`config.mk`:
```
export PLATFORM = sky130hd
export DESIGN_NAME = sar_seq_top
export DESIGN_NICKNAME = d
export VERILOG_FILES = /design/src/rtl/sar_pkg.sv /design/src/rtl/sar_tick_gen.sv /design/src/rtl/sar_phase_ctrl.sv /design/src/rtl/sar_approx_reg.sv /design/src/rtl/sar_seq_top.sv
export SDC_FILE = /design/constraint.sdc
export NUM_CORES = 1
export LEC_CHECK = 0
export BUFFER_PORTS_ARGS = -buffer_cell sky130_fd_sc_hd__buf_4
export CORE_ASPECT_RATIO = 1.5
export CORE_MARGIN = 2
export CORE_UTILIZATION = 32
export DETAILED_ROUTE_END_ITERATION = 8
export PLACE_DENSITY = 0.5
export SLEW_MARGIN = 10
export SYNTH_ARGS = -nofsm -noshare
export SYNTH_HDL_FRONTEND = slang
export SYNTH_HIERARCHICAL = 1
export SYNTH_SLANG_ARGS = --single-unit
```
`constraint.sdc`:
```
create_clock -name clk -period 3 [get_ports clk]
set_clock_uncertainty 0.15 [all_clocks]
set_input_delay 0.3 -clock clk [delete_from_list [all_inputs] [get_ports clk]]
set_output_delay 0.3 -clock clk [all_outputs]
set_load 0.005 [all_outputs]
```
`src/rtl/sar_pkg.sv`:
```
`timescale 1ns/1ps
package sar_pkg;
    typedef enum logic [1:0] {
        PH_IDLE = 2'd0,
        PH_SAMP = 2'd1,
        PH_BITS = 2'd2,
        PH_PAD  = 2'd3
    } phase_e;
endpackage

```
`src/rtl/sar_tick_gen.sv`:
```
`timescale 1ns/1ps
// Conversion-clock enable: every cycle at full rate, every second cycle at half rate.
module sar_tick_gen (
    input  logic clk,
    input  logic rst_n,
    input  logic run_i,
    input  logic restart_i,
    input  logic half_i,
    output logic tick_o
);
    typedef struct packed {
        logic half;
        logic ph;
    } st_t;

    st_t s_d, s_q;

    always_comb begin
        s_d = s_q;
        if (restart_i) begin
            s_d.half = half_i;
            s_d.ph   = 1'b0;
        end else if (run_i) begin
            s_d.ph = ~s_q.ph;
        end
    end

    always_ff @(posedge clk or negedge rst_n) begin
        if (!rst_n) s_q <= '0;
        else        s_q <= s_d;
    end

    assign tick_o = run_i && !restart_i && (!s_q.half || s_q.ph);
endmodule

```
`src/rtl/sar_phase_ctrl.sv`:
```
`timescale 1ns/1ps
// Frame sequencing: sampling window, equal bit slots, idle padding.
module sar_phase_ctrl
    import sar_pkg::*;
#(
    parameter int FRAME  = 160,
    parameter int SAMPLE = 12,
    parameter int RES    = 8
) (
    input  logic                     clk,
    input  logic                     rst_n,
    input  logic                     go_i,
    input  logic                     tick_i,
    output logic                     busy_o,
    output logic                     sample_o,
    output logic                     bit_active_o,
    output logic                     decide_o,
    output logic [$clog2(RES)-1:0]   bit_idx_o,
    output logic                     finish_o
);
    localparam int PER_BIT = (FRAME - SAMPLE) / RES;
    localparam int CNT_W   = $clog2(FRAME + 1);
    localparam int SLOT_W  = (PER_BIT > 1) ? $clog2(PER_BIT) : 1;
    localparam int IDX_W   = $clog2(RES);

    typedef struct packed {
        phase_e             phase;
        logic [CNT_W-1:0]   cnt;
        logic [SLOT_W-1:0]  slot;
        logic [IDX_W-1:0]   idx;
    } st_t;

    st_t s_d, s_q;

    logic last_tick;
    logic last_slot;

    assign last_tick = (s_q.cnt == CNT_W'(FRAME - 1));
    assign last_slot = (s_q.slot == SLOT_W'(PER_BIT - 1));

    always_comb begin
        s_d = s_q;
        if (go_i) begin
            s_d.phase = PH_SAMP;
            s_d.cnt   = '0;
            s_d.slot  = '0;
            s_d.idx   = IDX_W'(RES - 1);
        end else if (tick_i) begin
            s_d.cnt = s_q.cnt + 1'b1;
            if (last_tick) begin
                s_d.phase = PH_IDLE;
            end else begin
                case (s_q.phase)
                    PH_SAMP: begin
                        if (s_q.cnt == CNT_W'(SAMPLE - 1)) begin
                            s_d.phase = PH_BITS;
                            s_d.slot  = '0;
                        end
                    end
                    PH_BITS: begin
                        if (last_slot) begin
                            s_d.slot = '0;
                            if (s_q.idx == '0) s_d.phase = PH_PAD;
                            else               s_d.idx   = s_q.idx - 1'b1;
                        end else begin
                            s_d.slot = s_q.slot + 1'b1;
                        end
                    end
                    default: ;
                endcase
            end
        end
    end

    always_ff @(posedge clk or negedge rst_n) begin
        if (!rst_n) begin
            s_q       <= '0;
            s_q.phase <= PH_IDLE;
        end else begin
            s_q <= s_d;
        end
    end

    assign busy_o       = (s_q.phase != PH_IDLE);
    assign sample_o     = (s_q.phase == PH_SAMP);
    assign bit_active_o = (s_q.phase == PH_BITS);
    assign decide_o     = tick_i && (s_q.phase == PH_BITS) && last_slot;
    assign bit_idx_o    = s_q.idx;
    assign finish_o     = tick_i && busy_o && last_tick;
endmodule

```
`src/rtl/sar_approx_reg.sv`:
```
`timescale 1ns/1ps
// Successive-approximation register: forms the trial code and keeps or drops the tested bit.
module sar_approx_reg #(
    parameter int RES = 8
) (
    input  logic                   clk,
    input  logic                   rst_n,
    input  logic                   clear_i,
    input  logic                   bit_active_i,
    input  logic                   decide_i,
    input  logic [$clog2(RES)-1:0] bit_idx_i,
    input  logic                   cmp_i,
    output logic [RES-1:0]         trial_o,
    output logic [RES-1:0]         acc_nxt_o
);
    typedef struct packed {
        logic [RES-1:0] acc;
    } st_t;

    st_t s_d, s_q;

    for (genvar i = 0; i < RES; i++) begin : g_trial
        assign trial_o[i] = s_q.acc[i] |
                            (bit_active_i && (bit_idx_i == ($clog2(RES))'(i)));
    end

    always_comb begin
        s_d = s_q;
        if (clear_i)       s_d.acc = '0;
        else if (decide_i) s_d.acc = cmp_i ? trial_o : s_q.acc;
    end

    always_ff @(posedge clk or negedge rst_n) begin
        if (!rst_n) s_q <= '0;
        else        s_q <= s_d;
    end

    assign acc_nxt_o = s_d.acc;
endmodule

```
`src/rtl/sar_seq_top.sv`:
```
`timescale 1ns/1ps
module sar_seq_top #(
    parameter int CHANNELS = 8,
    parameter int RES      = 8,
    parameter int FRAME    = 160,
    parameter int SAMPLE   = 12,
    localparam int CH_W    = $clog2(CHANNELS)
) (
    input  logic            clk,
    input  logic            rst_n,
    input  logic            start_i,
    input  logic [CH_W-1:0] ch_i,
    input  logic            half_clk_i,
    input  logic            cmp_i,
    output logic [CH_W-1:0] mux_sel_o,
    output logic            sample_o,
    output logic [RES-1:0]  dac_o,
    output logic [RES-1:0]  result_o,
    output logic            done_o,
    output logic            irq_o
);
    localparam int IDX_W = $clog2(RES);

    typedef struct packed {
        logic [CH_W-1:0] ch;
        logic [RES-1:0]  result;
        logic            done;
        logic            irq;
    } st_t;

    st_t s_d, s_q;

    logic             busy_w;
    logic             go_w;
    logic             tick_w;
    logic             bit_active_w;
    logic             decide_w;
    logic             finish_w;
    logic [IDX_W-1:0] bit_idx_w;
    logic [RES-1:0]   acc_nxt_w;

    assign go_w = start_i && !busy_w;

    sar_tick_gen u_tick (
        .clk       (clk),
        .rst_n     (rst_n),
        .run_i     (busy_w),
        .restart_i (go_w),
        .half_i    (half_clk_i),
        .tick_o    (tick_w)
    );

    sar_phase_ctrl #(
        .FRAME  (FRAME),
        .SAMPLE (SAMPLE),
        .RES    (RES)
    ) u_phase (
        .clk          (clk),
        .rst_n        (rst_n),
        .go_i         (go_w),
        .tick_i       (tick_w),
        .busy_o       (busy_w),
        .sample_o     (sample_o),
        .bit_active_o (bit_active_w),
        .decide_o     (decide_w),
        .bit_idx_o    (bit_idx_w),
        .finish_o     (finish_w)
    );

    sar_approx_reg #(
        .RES (RES)
    ) u_sar (
        .clk          (clk),
        .rst_n        (rst_n),
        .clear_i      (go_w),
        .bit_active_i (bit_active_w),
        .decide_i     (decide_w),
        .bit_idx_i    (bit_idx_w),
        .cmp_i        (cmp_i),
        .trial_o      (dac_o),
        .acc_nxt_o    (acc_nxt_w)
    );

    always_comb begin
        s_d     = s_q;
        s_d.irq = finish_w;
        if (go_w) begin
            s_d.ch   = ch_i;
            s_d.done = 1'b0;
        end
        if (finish_w) begin
            s_d.result = acc_nxt_w;
            s_d.done   = 1'b1;
        end
    end

    always_ff @(posedge clk or negedge rst_n) begin
        if (!rst_n) s_q <= '0;
        else        s_q <= s_d;
    end

    assign mux_sel_o = s_q.ch;
    assign result_o  = s_q.result;
    assign done_o    = s_q.done;
    assign irq_o     = s_q.irq;
endmodule

```
# Word level (Yosys, flattened, before mapping)
# Index checks and enable logic that the tools add are counted.
[totals]
ff_bits = 41
out_inout_bits = 22
elab_cells = 93
[op_classes]
add_sub_neg = 3
n_eq_ne = 18
muxes = 21
n_bitwise = 9
n_reduce_logical = 31
[ops]
columns = ["operator", "n"]
rows = [
  ["$mux 18", 2],
  ["$mux 8", 4],
  ["$logic_and 1x1->1", 15],
  ["$eq 3x3->1 const B", 4],
  ["$reduce_bool 2->1", 6],
  ["$mux 5", 2],
  ["$pmux 5 s2", 1],
  ["$reduce_and 5->1", 2],
  ["$mux 3", 3],
  ["$add 8x1->8 const B", 1],
  ["$eq 8x4->1 const B", 1],
  ["$eq 8x8->1 const B", 1],
  ["$mux 2", 4],
  ["$ne 4x4->1 const B", 2],
  ["$or 1x1->1", 8],
  ["$eq 3x2->1 const B", 2],
  ["$add 5x1->5 const B", 1],
  ["$eq 5x5->1 const B", 1],
  ["$mux 1", 4],
  ["$ne 2x2->1 const B", 2],
  ["$ne 4x1->1 const B", 1],
  ["$pmux 2 s2", 1],
  ["$reduce_and 4->1", 1],
  ["$reduce_bool 4->1", 1],
  ["other kinds (10)", 12],
]

# Longest topological paths before layout
# Gate-level depths: netlist (run 1).
[logic_depth]
depth_word = 10
depth_mapped = 10
depth_no_buf = 8

# Cells and area by module
# The synthesis (run 1) kept the hierarchy.
[modules_own_cells]
columns = ["module", "instances", "cells_each", "area_per_inst_um2"]
rows = [
  ["sar_phase_ctrl", 1, 118, 1087.3],
  ["sar_seq_top", 1, 29, 501.7],
  ["sar_approx_reg", 1, 42, 422.9],
  ["sar_tick_gen", 1, 7, 91.3],
]

# Worst setup path before layout (run 1)
# OpenSTA, ideal clock, no wires.
[synth_path]
path_kind = "flip-flop to flip-flop"
startpoint = "register u_phase/s_q[16] (netlist bit)"
endpoint = "register s_q (netlist bit result_o[0])"
t_arrival_ps = 2144
t_required_ps = 2785
path_slack_ps = 640
path_stages_with_launch = 11
n_path_buf = 2
period_less_slack_ps = 2360
cell_sequence = "dfrtp_1 inv_1 nand2_1 nor2b_4 buf_6 nor3b_1 buf_2 and3_1 nand4b_4 o41ai_1 mux2_2"
[synth_via]
elab_chain_len = 10
word_cells_on_any_way = 16
[synth_lines]
columns = ["element", "line", "source"]
rows = [
  ["from (decl)", "sar_phase_ctrl.sv:33", "st_t s_d, s_q;"],
  ["$reduce_bool 2->1", "sar_phase_ctrl.sv:84", "assign busy_o = (s_q.phase != PH_IDLE);"],
  ["net busy_w", "sar_seq_top.sv:33", "logic busy_w;"],
  ["$logic_not 1->1", "sar_seq_top.sv:42", "assign go_w = start_i && !busy_w;"],
  ["$logic_and 1x1->1", "sar_seq_top.sv:42", ""],
  ["net go_w", "sar_seq_top.sv:34", "logic go_w;"],
  ["$logic_not 1->1", "sar_tick_gen.sv:33", "assign tick_o = run_i && !restart_i && (!s_q.half || s_q.ph);"],
  ["$logic_and 1x1->1 (2 in a row)", "sar_tick_gen.sv:33", ""],
  ["net tick_w", "sar_seq_top.sv:35", "logic tick_w;"],
  ["$logic_and 1x1->1 (2 in a row)", "sar_phase_ctrl.sv:87", "assign decide_o = tick_i && (s_q.phase == PH_BITS) && last_slot;"],
  ["net decide_w", "sar_seq_top.sv:37", "logic decide_w;"],
  ["$mux 8", "sar_approx_reg.sv:30", "else if (decide_i) s_d.acc = cmp_i ? trial_o : s_q.acc;"],
  ["$mux 8", "sar_approx_reg.sv:29", "if (clear_i) s_d.acc = '0;"],
  ["net acc_nxt_w[0]", "sar_seq_top.sv:40", "logic [RES-1:0] acc_nxt_w;"],
  ["to (signal assigned)", "sar_seq_top.sv:98", "if (!rst_n) s_q <= '0;"],
  ["to (signal assigned)", "sar_seq_top.sv:99", "else s_q <= s_d;"],
  ["to (decl)", "sar_seq_top.sv:31", "st_t s_d, s_q;"],
]
# The timed path passes the listed nets, and every way through them passes these cells.
# A chain may end at the register's enable or synchronous reset.

# Worst setup path after layout (run 1)
[layout_path]
startpoint = "register u_phase/s_q[16] (netlist bit)"
endpoint = "register s_q (netlist bit result_o[0])"
[layout_via]
elab_chain_len = 10
word_cells_on_any_way = 16
[layout_lines]
columns = ["element", "line"]
rows = [
  ["$reduce_bool 2->1 (*)", "sar_phase_ctrl.sv:84"],
  ["net busy_w", "sar_seq_top.sv:33"],
  ["$logic_not 1->1", "sar_seq_top.sv:42"],
  ["$logic_and 1x1->1", "sar_seq_top.sv:42"],
  ["$logic_not 1->1", "sar_tick_gen.sv:33"],
  ["$logic_and 1x1->1 (*) (2 in a row)", "sar_tick_gen.sv:33"],
  ["net tick_w", "sar_seq_top.sv:35"],
  ["$logic_and 1x1->1 (*) (2 in a row)", "sar_phase_ctrl.sv:87"],
  ["net decide_w", "sar_seq_top.sv:37"],
  ["$mux 8 (*)", "sar_approx_reg.sv:30"],
  ["$mux 8 (*)", "sar_approx_reg.sv:29"],
  ["net acc_nxt_w[0]", "sar_seq_top.sv:40"],
]
# Mark *: on every way through the listed nets, which the timed path passes. The rest lies on a longest branch.

==> summary.md, run 1 <==
| Metric | Value |
|---|---|
| Outcome | `completed` |
| Crit path DAT | `2.50 ns` |
| Kind of critical path | `reg2reg` |
| Site Rows | `36` |
| Detailed placement HPWL | `3070 um` |
| N_diodes | `0` |
| Pwr dens | `slightly above 900 nW/um^2` |
| Ys Warns | `6` |
| Clock slew at reported path FFs | `~0.080 ns` |
| Num CTS Buffers | `5` |
| Fillcell total | `roughly 640` |
| Drt total wl | `4370 um` |
| Slew Limit Fails | `0` |
| Grt met2 use | `between 20% and 30%` |
| Core footprint | `between 6000 and 7000 sq um` |
| GR Util met3 | `between 2 and 2.5%` |
| Global routing usage on met1 | `around 15%` |
| Most common cell after layout, fill and taps aside | `dfrtp_1` |
| Mapped Cells | `~200` |
| Die Width | `70.2 um` |
| Mapped cell area | `around 2100 sq um` |
| Top Usage Layer GRT | `met2` |
| Crit path max fanout | `10` |
| Final Hold Fails | `0` |
| Layout cells sized above 1 | `around a quarter` |
| GRT Overall Usage | `approximately an eighth` |
| Largest net degree at the start of global routing | `42` |
| H-tree depth | `2` |
| Leak | `around 1.2 nW` |
| Die height | `~100 um` |
| Drt pass-1 iters | `4` |
| Clock Tree Buf Depth | `2` |
| CP Launch Type | `flip-flop` |
| Area leader, netlist | `dfrtp_1` |
| RSZ-0062 raised after global routing | `false` |
| Synthesized flop and latch total | `41` |
| Setup TNS | `0 ns` |
| Clk_lat worst skew | `between 0.2 and 0.3 ns` |
| Worst slew pin tran | `between 0.7 and 0.8 ns` |
| Starting Density | `between 30% and 40%` |
| Post-synthesis sequential area ratio | `between 40% and 50%` |
| First-pass GRT wire length | `around 7400 um` |
| Vias per Instance | `a little over 5` |
| PortBufs | `29` |
| IO Pins | `30` |
| GRT Residual Overflow | `0` |
| Max Cap Viol | `0` |
| Vias in the first global route | `about 1600` |
| Initial DRC count | `~50` |
| Die area | `between 7000 and 8000 sq um` |
| Async S/R FF share, synth | `100%` |
| Req. time, crit path | `3.08 ns` |
| Root Buffer Master | `clkbuf_8` |
| Routed vias | `1562` |
| Post-synth EDFFs | `0` |
| NumNets Final | `241` |
| Fin crit share | `roughly four fifths` |
| WL per Instance | `approximately 14 um` |
| Largest cells by area after synthesis | `dfrtp_1, mux2_2, inv_1` |
| Synth unique cells | `48` |
| Post-route DRC violation count | `0` |
| Min Hold Slack | `~0.089 ns` |
| Commonest non-fill, non-tap cells in the layout | `dfrtp_1, buf_4, inv_1` |
| Final min period | `2.42 ns` |
| Power, Total | `~2.3 mW` |
| Worst ir drop on vdd | `0.319 mV` |
| Gpl congestion | `between 0.7 and 0.8` |
| Critical Path End Type | `flip-flop` |
| Max Clk Rate | `just over 0.4 GHz` |
| Area growth syn-to-layout | `18.5%` |
| Clock sink count | `41` |
| Relative slew slack | `between 40% and 50%` |
| Prevailing post-synth register cell | `dfrtp_1` |
| Initial antenna violation count | `0` |
| Finish-stage setup viols | `0` |
| Synth top area share | `48.8%` |
| Synthesized Nets | `209` |
| Final ANT Viol Nets | `0` |
| Post-synthesis average cell area | `between 10 and 15 sq um` |
| Tightest Hold Check Type | `in2reg` |
| CTS tree | `done` |
[path summary, 6_finish.rpt]
kind	from	end	slack, ns	depth (start not counted)
worst max-delay path	u_phase/s_q[16]$_DFFE_PN0P_	result_o[0]$_DFFE_PN0P_	0.58	9
worst min-delay path	ch_i[1]	mux_sel_o[1]$_DFFE_PN0P_	0.09	2
worst max register to register	u_phase/s_q[16]$_DFFE_PN0P_	result_o[0]$_DFFE_PN0P_	0.58	9
worst min register to register	mux_sel_o[2]$_DFFE_PN0P_	mux_sel_o[2]$_DFFE_PN0P_	0.37	1
max in group asynchronous	rst_n	result_o[7]$_DFFE_PN0P_	1.94	2
min in group asynchronous	rst_n	mux_sel_o[1]$_DFFE_PN0P_	0.38	2
[critical path, stage by stage (launching register included)]
cell and delay [ns]:
dfrtp_1 0.44, inv_1 0.08, nand2_1 0.18, nor2b_4 0.06, nor3b_1 0.25, buf_4 0.22, and3_1 0.21, nand4b_4 0.16
o41ai_1 0.39, mux2_2 0.23
[cell type report]
cell class	count	area (sq um)	area share, %
clock inverters	2	35.0	1.41
repair buffers	33	250	10.0
multi-input cells	126	938	37.7
inverters	21	78.8	3.16
well taps	76	95.1	3.82
flip-flops and latches	41	1030	41.2
clock buffers	5	68.8	2.76
[repair_timing]
action | 4_1_cts | 5_1_grt
gates resized for setup | 0 | 0
hold buffers | 1 | 0
buffers inserted | 0 | 0
hold endpoints to repair | 41 | 0
[per-layer routing]
metal  wire (um)  vias up
met5           0        -
met4         123        0
met3         164       12
met2        2230       38
met1        1850      756
li1            -      756
[power by group]
part | internal [mW] | leakage [nW] | switching [mW] | total (mW)
registers | 0.760 | 0.511 | 0.212 | 0.972
logic | 0.418 | 0.606 | 0.435 | 0.854
clock network | 0.242 | 0.0540 | 0.189 | 0.431
[state kept, by name, summed over array words and instances, names as in the netlist]
signal and count:
u_phase/s_q 15, result_o 8, u_tick/s_q 2, mux_sel_o 3, u_phase/bit_idx_o 3, done_o 1
irq_o 1, u_sar/s_q 8
[through the flow]
stage	instance area, sq um	util, %	instances	setup slack, ns
after floorplan	2100	-	196	0.640
after global placement	2380	36.9	296	0.675
after detailed placement	2380	36.9	296	0.589
after CTS	2490	38.7	304	0.555
after global routing	2490	38.7	304	0.343
final	2490	38.7	304	0.576
[cells in the mapped netlist, drive strengths merged (2+ instances only)]
| library cell | count |
|---|---|
| nor2b | 5 |
| dfrtp | 41 |
| and3 | 3 |
| mux2 | 12 |
| or3 | 3 |
| nor3b | 2 |
| ha | 5 |
| a31oi | 2 |
| nand3b | 2 |
| nor2 | 11 |
| o211ai | 3 |
| inv | 21 |
| xnor2 | 2 |
| nand2b | 5 |
| nand2 | 9 |
| or3b | 2 |
| o21ai | 13 |
| o32ai | 6 |
| nand3 | 10 |
| a21oi | 2 |
| xor2 | 4 |
| mux2i | 2 |
| nand4 | 5 |
| buf | 8 |
| o31ai | 3 |
[logic make-up after synthesis]
group,Yosys count,synth area share [%]
AO/OA/AOI/OAI,37,12.4
adder cells (fa/ha/maj),5,2.97
multiplexers,14,8.09
buffers and inverters,29,6.60
AND/OR/NAND/NOR,64,18.7
flip-flops,41,48.8
XOR/XNOR,6,2.50
No activity file was read; power rests on OpenSTA's default activity.
==> run 2, diff against run 1 <==
==> constraint.sdc (replaced) <==
create_clock -name clk -period 2.3 [get_ports clk]
set_clock_uncertainty 0.15 [all_clocks]
set_input_delay 0.23 -clock clk [delete_from_list [all_inputs] [get_ports clk]]
set_output_delay 0.23 -clock clk [all_outputs]
set_load 0.005 [all_outputs]
==> summary.md, run 2 (same netlist as run 1, synthesis figures left out) <==
| Metric | Value |
|---|---|
| Finish-stage setup viols | `0 (unchanged)` |
| Final Hold Fails | `0 (unchanged)` |
| Site Rows | `36 (unchanged)` |
| Crit path DAT | `2.22 ns (was 2.50 ns)` |
| Max Clk Rate | `0.457 GHz (was 0.413 GHz)` |
| Worst slew pin tran | `0.535 ns (was 0.764 ns)` |
| Root Buffer Master | `clkbuf_8 (unchanged)` |
| GRT Residual Overflow | `0 (unchanged)` |
| Vias in the first global route | `1503 (was 1580)` |
| Drt total wl | `4400 um (was 4370 um)` |
| Die area | `7250 sq um (unchanged)` |
| Slowest CP cell | `or3b_4 (was dfrtp_1)` |
| Kind of critical path | `reg2reg (unchanged)` |
| Slew Limit Fails | `0 (unchanged)` |
| Vias per Instance | `5.05 (was 5.14)` |
| Final min period | `2.19 ns (was 2.42 ns)` |
| N_diodes | `0 (unchanged)` |
| Detailed placement HPWL | `3100 um (was 3070 um)` |
| Post-route DRC violation count | `0 (unchanged)` |
| Tightest Hold Check Type | `in2reg (unchanged)` |
| First-pass GRT wire length | `7290 um (was 7450 um)` |
| Util after Layout | `40.5% (was 38.7%)` |
| Area taken by multi-input logic gates | `961 sq um (was 938 sq um)` |
| Outcome | `completed (unchanged)` |
| Final ANT Viol Nets | `0 (unchanged)` |
| Setup Fix Bufs, Post-CTS | `0 (unchanged)` |
| CP Launch Type | `flip-flop (unchanged)` |
| Layout cells sized above 1 | `29.7% (was 26.3%)` |
| Relative slew slack | `64.3% (was 48.6%)` |
| Clock slew at reported path FFs | `0.09 ns (was 0.08 ns)` |
| Clock Tree Buf Depth | `2 (unchanged)` |
| Max Cap Viol | `0 (unchanged)` |
| Max incr delay on CP | `0.41 ns (was 0.44 ns)` |
| Leak | `1.23 nW (was 1.17 nW)` |
| GRT Overall Usage | `12.9% (was 13.0%)` |
| Routed vias | `1575 (was 1562)` |
| Number of flip-flops in the largest register | `15 (unchanged)` |
| FF/Latch Area | `1030 sq um (unchanged)` |
| Largest Register | `u_phase/s_q (unchanged)` |
| Clk_lat worst skew | `0.30 ns (was 0.29 ns)` |
| Num CTS Buffers | `5 (unchanged)` |
| Starting Density | `32.7% (unchanged)` |
| Area growth syn-to-layout | `23.9% (was 18.5%)` |
| Non-Filler Instances | `312 (was 304)` |
| Commonest non-fill, non-tap cells in the layout | `dfrtp_1, buf_4, inv_1 (unchanged)` |
| Crit path max fanout | `10 (unchanged)` |
| Most common cell after layout, fill and taps aside | `dfrtp_1 (unchanged)` |
| Worst path cell trace | `ha_1, or3b_4, or2_1, nor2_1, buf_4, mux2_2 (was inv_1, nand2_1, nor2b_4, nor3b_1, buf_4, and3_1, nand4b_4, o41ai_1, mux2_2)` |
| RSZ-0062 raised after global routing | `false (unchanged)` |
| Clock sink count | `41 (unchanged)` |
| WL per Instance | `14.1 um (was 14.4 um)` |
| Die Width | `70.2 um (unchanged)` |
| PortBufs | `29 (unchanged)` |
| Critical Path End Type | `flip-flop (unchanged)` |
| Initial DRC count | `56 (was 49)` |
| H-tree depth | `2 (unchanged)` |
| NumNets Final | `248 (was 241)` |
| Power, Total | `3.17 mW (was 2.26 mW)` |
| Gpl congestion | `0.772 (was 0.712)` |
| Fillcell total | `647 (was 644)` |
| Setup TNS | `0 ns (unchanged)` |
| Largest net degree at the start of global routing | `42 (unchanged)` |
| Pwr dens | `1210 nW/um^2 (was 905 nW/um^2)` |
| Fin crit share | `95.1% (was 80.8%)` |
| Req. time, crit path | `2.33 ns (was 3.08 ns)` |
| Initial antenna violation count | `0 (unchanged)` |
| Drt pass-1 iters | `4 (unchanged)` |
| IO Pins | `30 (unchanged)` |
| Worst ir drop on vdd | `0.362 mV (was 0.319 mV)` |
| Placed insts | `301 (was 296)` |
| Die height | `103 um (unchanged)` |
| CTS tree | `done (unchanged)` |
| Core footprint | `6440 sq um (unchanged)` |
-- run 2: area by class of cell --
cell class | count | area share, %
Clock inverter | 3 | 2.64
Clock buffer | 5 | 2.64
Inverter | 21 | 3.02
Timing Repair Buffer | 40 | 11.8
Tap cell | 76 | 3.65
Sequential cell | 41 | 39.4
Multi-Input combinational cell | 126 | 36.9
-- run 2: final timing paths --
kind	startpoint	to	slack [ns]	cells past startpoint
worst max-delay path	u_phase/s_q[8]$_DFFE_PN0N_	result_o[1]$_DFFE_PN0P_	0.11	6
worst min-delay path	ch_i[1]	mux_sel_o[1]$_DFFE_PN0P_	0.007	2
worst max register to register	u_phase/s_q[8]$_DFFE_PN0N_	result_o[1]$_DFFE_PN0P_	0.11	6
worst min register to register	result_o[4]$_DFFE_PN0P_	result_o[4]$_DFFE_PN0P_	0.36	1
max in group asynchronous	rst_n	result_o[2]$_DFFE_PN0P_	1.33	2
min in group asynchronous	rst_n	u_sar/s_q[3]$_DFF_PN0_	0.29	2
-- run 2: worst max-delay path: cells and delay by family, from the launching register on --
family / cells / cell delay (ns)
DFF: 1 / 0.39
muxes: 1 / 0.35
buffers and inverters: 1 / 0.20
adders and majority gates: 1 / 0.20
and+or+nand+nor: 3 / 0.79
-- run 2: timing repair --
action                                  CTS  global route
gates resized for setup                   0             3
endpoints found under the setup margin    0             4
hold buffers                              3             0
endpoints found under the hold margin    43             0
-- run 2: routing by layer --
metal / part of all wire [%] / vias to the layer above / wire length (um) / track usage, %
met2: 54 / 27 / 2360 / 23.4
li1: - / 774 / - / -
met1: 42 / 766 / 1830 / 14.9
met4: 1.7 / 0 / 74 / 5.33
met5: 0 / - / 0 / 0
met3: 3.0 / 8 / 134 / 2.42
-- run 2: metrics by stage --
stage          instance area, sq um  worst slack (ns)  hold WS, ns
3_5_place_dp                   2420             0.123        0.101
3_3_place_gp                   2420             0.149        0.102
2_1_floorplan                  2110            0.0622       -0.216
4_1_cts                        2590             0.109    0.0000632
6_report                       2610             0.112      0.00716
5_1_grt                        2610            0.0128      0.00581
-- run 2: power breakdown --
group | switching (mW) | leakage (nW) | internal (mW)
Clock | 0.269 | 0.0687 | 0.437
Sequential | 0.255 | 0.511 | 0.991
Combinational | 0.609 | 0.646 | 0.605
Total | 1.13 | 1.23 | 2.03
==> run 3, diff against run 2 <==
--- a/config.mk
+++ b/config.mk
@@ -5,12 +5,13 @@
 export SDC_FILE = /design/constraint.sdc
 export NUM_CORES = 1
 export LEC_CHECK = 0
+export ABC_AREA = 1
 export BUFFER_PORTS_ARGS = -buffer_cell sky130_fd_sc_hd__buf_4
 export CORE_ASPECT_RATIO = 1.5
 export CORE_MARGIN = 2
 export CORE_UTILIZATION = 32
 export DETAILED_ROUTE_END_ITERATION = 8
-export PLACE_DENSITY = 0.5
+export PLACE_DENSITY = 0.49
 export SLEW_MARGIN = 10
 export SYNTH_ARGS = -nofsm -noshare
 export SYNTH_HDL_FRONTEND = slang
==> summary.md, run 3 <==
| Metric | Value |
|---|---|
| Die Width | `72.1 um (was 70.2 um)` |
| GRT Overall Usage | `13.5% (was 12.9%)` |
| Die area | `7660 sq um (was 7250 sq um)` |
| First-pass GRT wire length | `8090 um (was 7290 um)` |
| Kind of critical path | `reg2reg (unchanged)` |
| Initial DRC count | `70 (was 56)` |
| Drt pass-1 iters | `4 (unchanged)` |
| Clock slew at reported path FFs | `0.08 ns (was 0.09 ns)` |
| Area leader, netlist | `dfrtp_1 (unchanged)` |
| CP Launch Type | `flip-flop (unchanged)` |
| Final min period | `2.02 ns (was 2.19 ns)` |
| Power, Total | `2.73 mW (was 3.17 mW)` |
| Largest cells by area after synthesis | `dfrtp_1, nand2_1, inv_1 (was dfrtp_1, mux2_2, inv_1)` |
| Post-route DRC violation count | `0 (unchanged)` |
| Max Cap Viol | `0 (unchanged)` |
| Routed vias | `1882 (was 1575)` |
| Req. time, crit path | `2.33 ns (about the same)` |
| Critical Path End Type | `flip-flop (unchanged)` |
| Num CTS Buffers | `5 (unchanged)` |
| Top-count cell post-synth | `nand2_1 (was dfrtp_1)` |
| Post-synth EDFFs | `0 (unchanged)` |
| WL per Instance | `11.3 um (was 14.1 um)` |
| CP dominant cell by count | `nand2_1` |
| Worst slew pin tran | `0.553 ns (was 0.535 ns)` |
| Tightest Hold Check Type | `in2reg (unchanged)` |
| Vias per Instance | `4.56 (was 5.05)` |
| Clock Tree Buf Depth | `2 (unchanged)` |
| Slowest CP cell | `dfrtp_1 (was or3b_4)` |
| Die height | `106 um (was 103 um)` |
| Most common cell after layout, fill and taps aside | `nand2_1 (was dfrtp_1)` |
| Worst ir drop on vdd | `0.327 mV (was 0.362 mV)` |
| Max incr delay on CP | `0.39 ns (was 0.41 ns)` |
| Finish-stage setup viols | `0 (unchanged)` |
| Crit path DAT | `2.06 ns (was 2.22 ns)` |
| Hold Path Origin | `ch_i[1] (unchanged)` |
| Final Hold Fails | `0 (unchanged)` |
| Setup TNS | `0 ns (unchanged)` |
| Layout cells sized above 1 | `26.9% (was 29.7%)` |
| Max Clk Rate | `0.494 GHz (was 0.457 GHz)` |
| Outcome | `completed (unchanged)` |
| Setup slack, reg-to-reg | `0.28 ns (was 0.11 ns)` |
| Fin crit share | `88.0% (was 95.1%)` |
| GRT Residual Overflow | `0 (unchanged)` |
| Hold worst-path end | `mux_sel_o[1]$_DFFE_PN0P_ (unchanged)` |
| Crit path max fanout | `4 (was 10)` |
| Commonest non-fill, non-tap cells in the layout | `nand2_1, dfrtp_1, buf_4 (was dfrtp_1, buf_4, inv_1)` |
| Site Rows | `37 (was 36)` |
| H-tree depth | `2 (unchanged)` |
| Synth unique cells | `26 (was 48)` |
| Reg-to-reg critical path endpoint | `u_phase/s_q[15]$_DFFE_PN0N_ (was result_o[1]$_DFFE_PN0P_)` |
| Mapped cell area | `2230 sq um (was 2100 sq um)` |
| Leak | `1.48 nW (was 1.23 nW)` |
| Async S/R FF share, synth | `100% (unchanged)` |
| Detailed placement HPWL | `3430 um (was 3100 um)` |
| Synthesized flop and latch total | `41 (unchanged)` |
| IO Pins | `30 (unchanged)` |
| R2R cell count | `16 (was 6)` |
| Drt total wl | `4670 um (was 4400 um)` |
| Slew Limit Fails | `0 (unchanged)` |
| Mapped Cells | `293 (was 196)` |
| RR Startpoint | `u_phase/s_q[17]$_DFFE_PN0P_ (was u_phase/s_q[8]$_DFFE_PN0N_)` |
| Synthesized Nets | `306 (was 209)` |
| Hold depth | `3 (was 2)` |
| Number of flip-flops in the largest register | `15 (unchanged)` |
| Area growth syn-to-layout | `23.0% (was 23.9%)` |
| PortBufs | `29 (unchanged)` |
| Clk_lat worst skew | `0.29 ns (was 0.30 ns)` |
| Largest Register | `u_phase/s_q (unchanged)` |
| Post-synthesis sequential area ratio | `46.1% (was 48.8%)` |
| Synth top area share | `46.1% (was 48.8%)` |
| Relative slew slack | `63.1% (was 64.3%)` |
| Largest net degree at the start of global routing | `42 (unchanged)` |
| Pwr dens | `996 nW/um^2 (was 1210 nW/um^2)` |
| Post-synthesis average cell area | `7.60 sq um (was 10.7 sq um)` |
| Top post-synthesis cells by count | `nand2_1, dfrtp_1, inv_1 (was dfrtp_1, inv_1, nor2_1)` |
| Ys Warns | `6 (unchanged)` |
| Core footprint | `6810 sq um (was 6440 sq um)` |
| Gpl congestion | `0.819 (was 0.772)` |
| N_diodes | `0 (unchanged)` |
| CTS tree | `done (unchanged)` |
| Worst path cell trace | `nor2_2, inv_2, inv_1, nand2_1, inv_1, inv_2, nand2_1, nor2_2, buf_4, nand2_1, nor2_2, nand2_1, nor3_2, nand3_1, nand2_1, nor2_1 (was ha_1, or3b_4, or2_1, nor2_1, buf_4, mux2_2)` |
| NumNets Final | `347 (was 248)` |
| Final ANT Viol Nets | `0 (unchanged)` |
| Root Buffer Master | `clkbuf_8 (unchanged)` |
| RSZ-0062 raised after global routing | `false (unchanged)` |
| Starting Density | `32.7% (about the same)` |
| Worst Setup SP | `u_phase/s_q[17]$_DFFE_PN0P_ (was u_phase/s_q[8]$_DFFE_PN0N_)` |
| Clock sink count | `41 (unchanged)` |
| Initial antenna violation count | `0 (unchanged)` |
| Vias in the first global route | `1809 (was 1503)` |
| Prevailing post-synth register cell | `dfrtp_1 (unchanged)` |
[run 3: cell types whose count changed after synthesis, moves of 6 or more]
cell / previous run / this run
nor2_2: 0 / 6
a21oi_2: 0 / 7
nand2_1: 9 / 109
mux2_2: 8 / 0
inv_1: 21 / 31
inv_2: 0 / 12
nor2_1: 11 / 21
o32ai_1: 6 / 0
[run 3: per-stage QoR]
stage	setup slack [ns]	std cells	utilization, %	hold slack, ns	instance area (sq um)
3_5_place_dp	0.0815	400	37.5	0.114	2550
3_3_place_gp	0.111	400	37.5	0.116	2550
4_1_cts	0.0500	410	39.5	0.0128	2690
2_1_floorplan	0.119	293	-	-0.216	2230
5_1_grt	0.0395	413	40.3	0.0295	2740
6_report	0.276	413	40.3	0.0195	2740
[run 3: worst max-delay path by stage]
stage / cells past startpoint / end / slack [ns]
after detailed placement: 16 / result_o[0]$_DFFE_PN0P_ / 0.08
after floorplan: 16 / result_o[0]$_DFFE_PN0P_ / 0.12
after global routing: 16 / result_o[0]$_DFFE_PN0P_ / 0.04
after global placement: 16 / result_o[0]$_DFFE_PN0P_ / 0.11
final: 16 / u_phase/s_q[15]$_DFFE_PN0N_ / 0.28
after CTS: 16 / result_o[0]$_DFFE_PN0P_ / 0.05
[run 3: cell families (layout without fill, tap and decap cells)]
| kind of cell | count (synthesis) | in the layout | synth area share [%] |
|---|---|---|---|
| xor+xnor | 2 | 2 | 0.787 |
| flops | 41 | 41 | 46.1 |
| simple gates | 166 | 166 | 32.4 |
| compound gates | 30 | 30 | 8.65 |
| buf+inv | 49 | 91 | 9.33 |
| fa+ha+maj | 5 | 5 | 2.81 |
[run 3: layout make-up]
cell class | count | area [sq um]
Multi-Input combinational cell | 203 | 1010
Clock buffer | 7 | 86.3
Fill cell | 740 | 4070
Timing Repair Buffer | 40 | 322
Tap cell | 78 | 97.6
Inverter | 43 | 164
Sequential cell | 41 | 1030
Clock inverter | 1 | 30.0
[run 3: critical path, delay by kind of cell (launching register included)]
family        cells  cell delay, ns
simple gates     11            0.97
flops             1            0.39
buf+inv           5            0.41
[run 3: report_power, final]
group          switching (mW)  internal, mW  total (mW)
clock                   0.250         0.354       0.604
sequential              0.120         0.852       0.972
combinational           0.690         0.462        1.15
[run 3: repair_timing]
action | 4_1_cts | 5_1_grt
buffers inserted | 0 | 3
setup endpoints to repair | 0 | 24
gates resized for setup | 0 | 10
hold buffers | 2 | 0
hold endpoints to repair | 42 | 0
[run 3: metal layers]
layer	GRT usage, %	part of all wire [%]	vias up
li1	-	-	988
met1	15.2	41	865
met2	24.4	54	23
met3	2.65	2.9	6
met4	5.26	1.8	0
met5	0	0	-
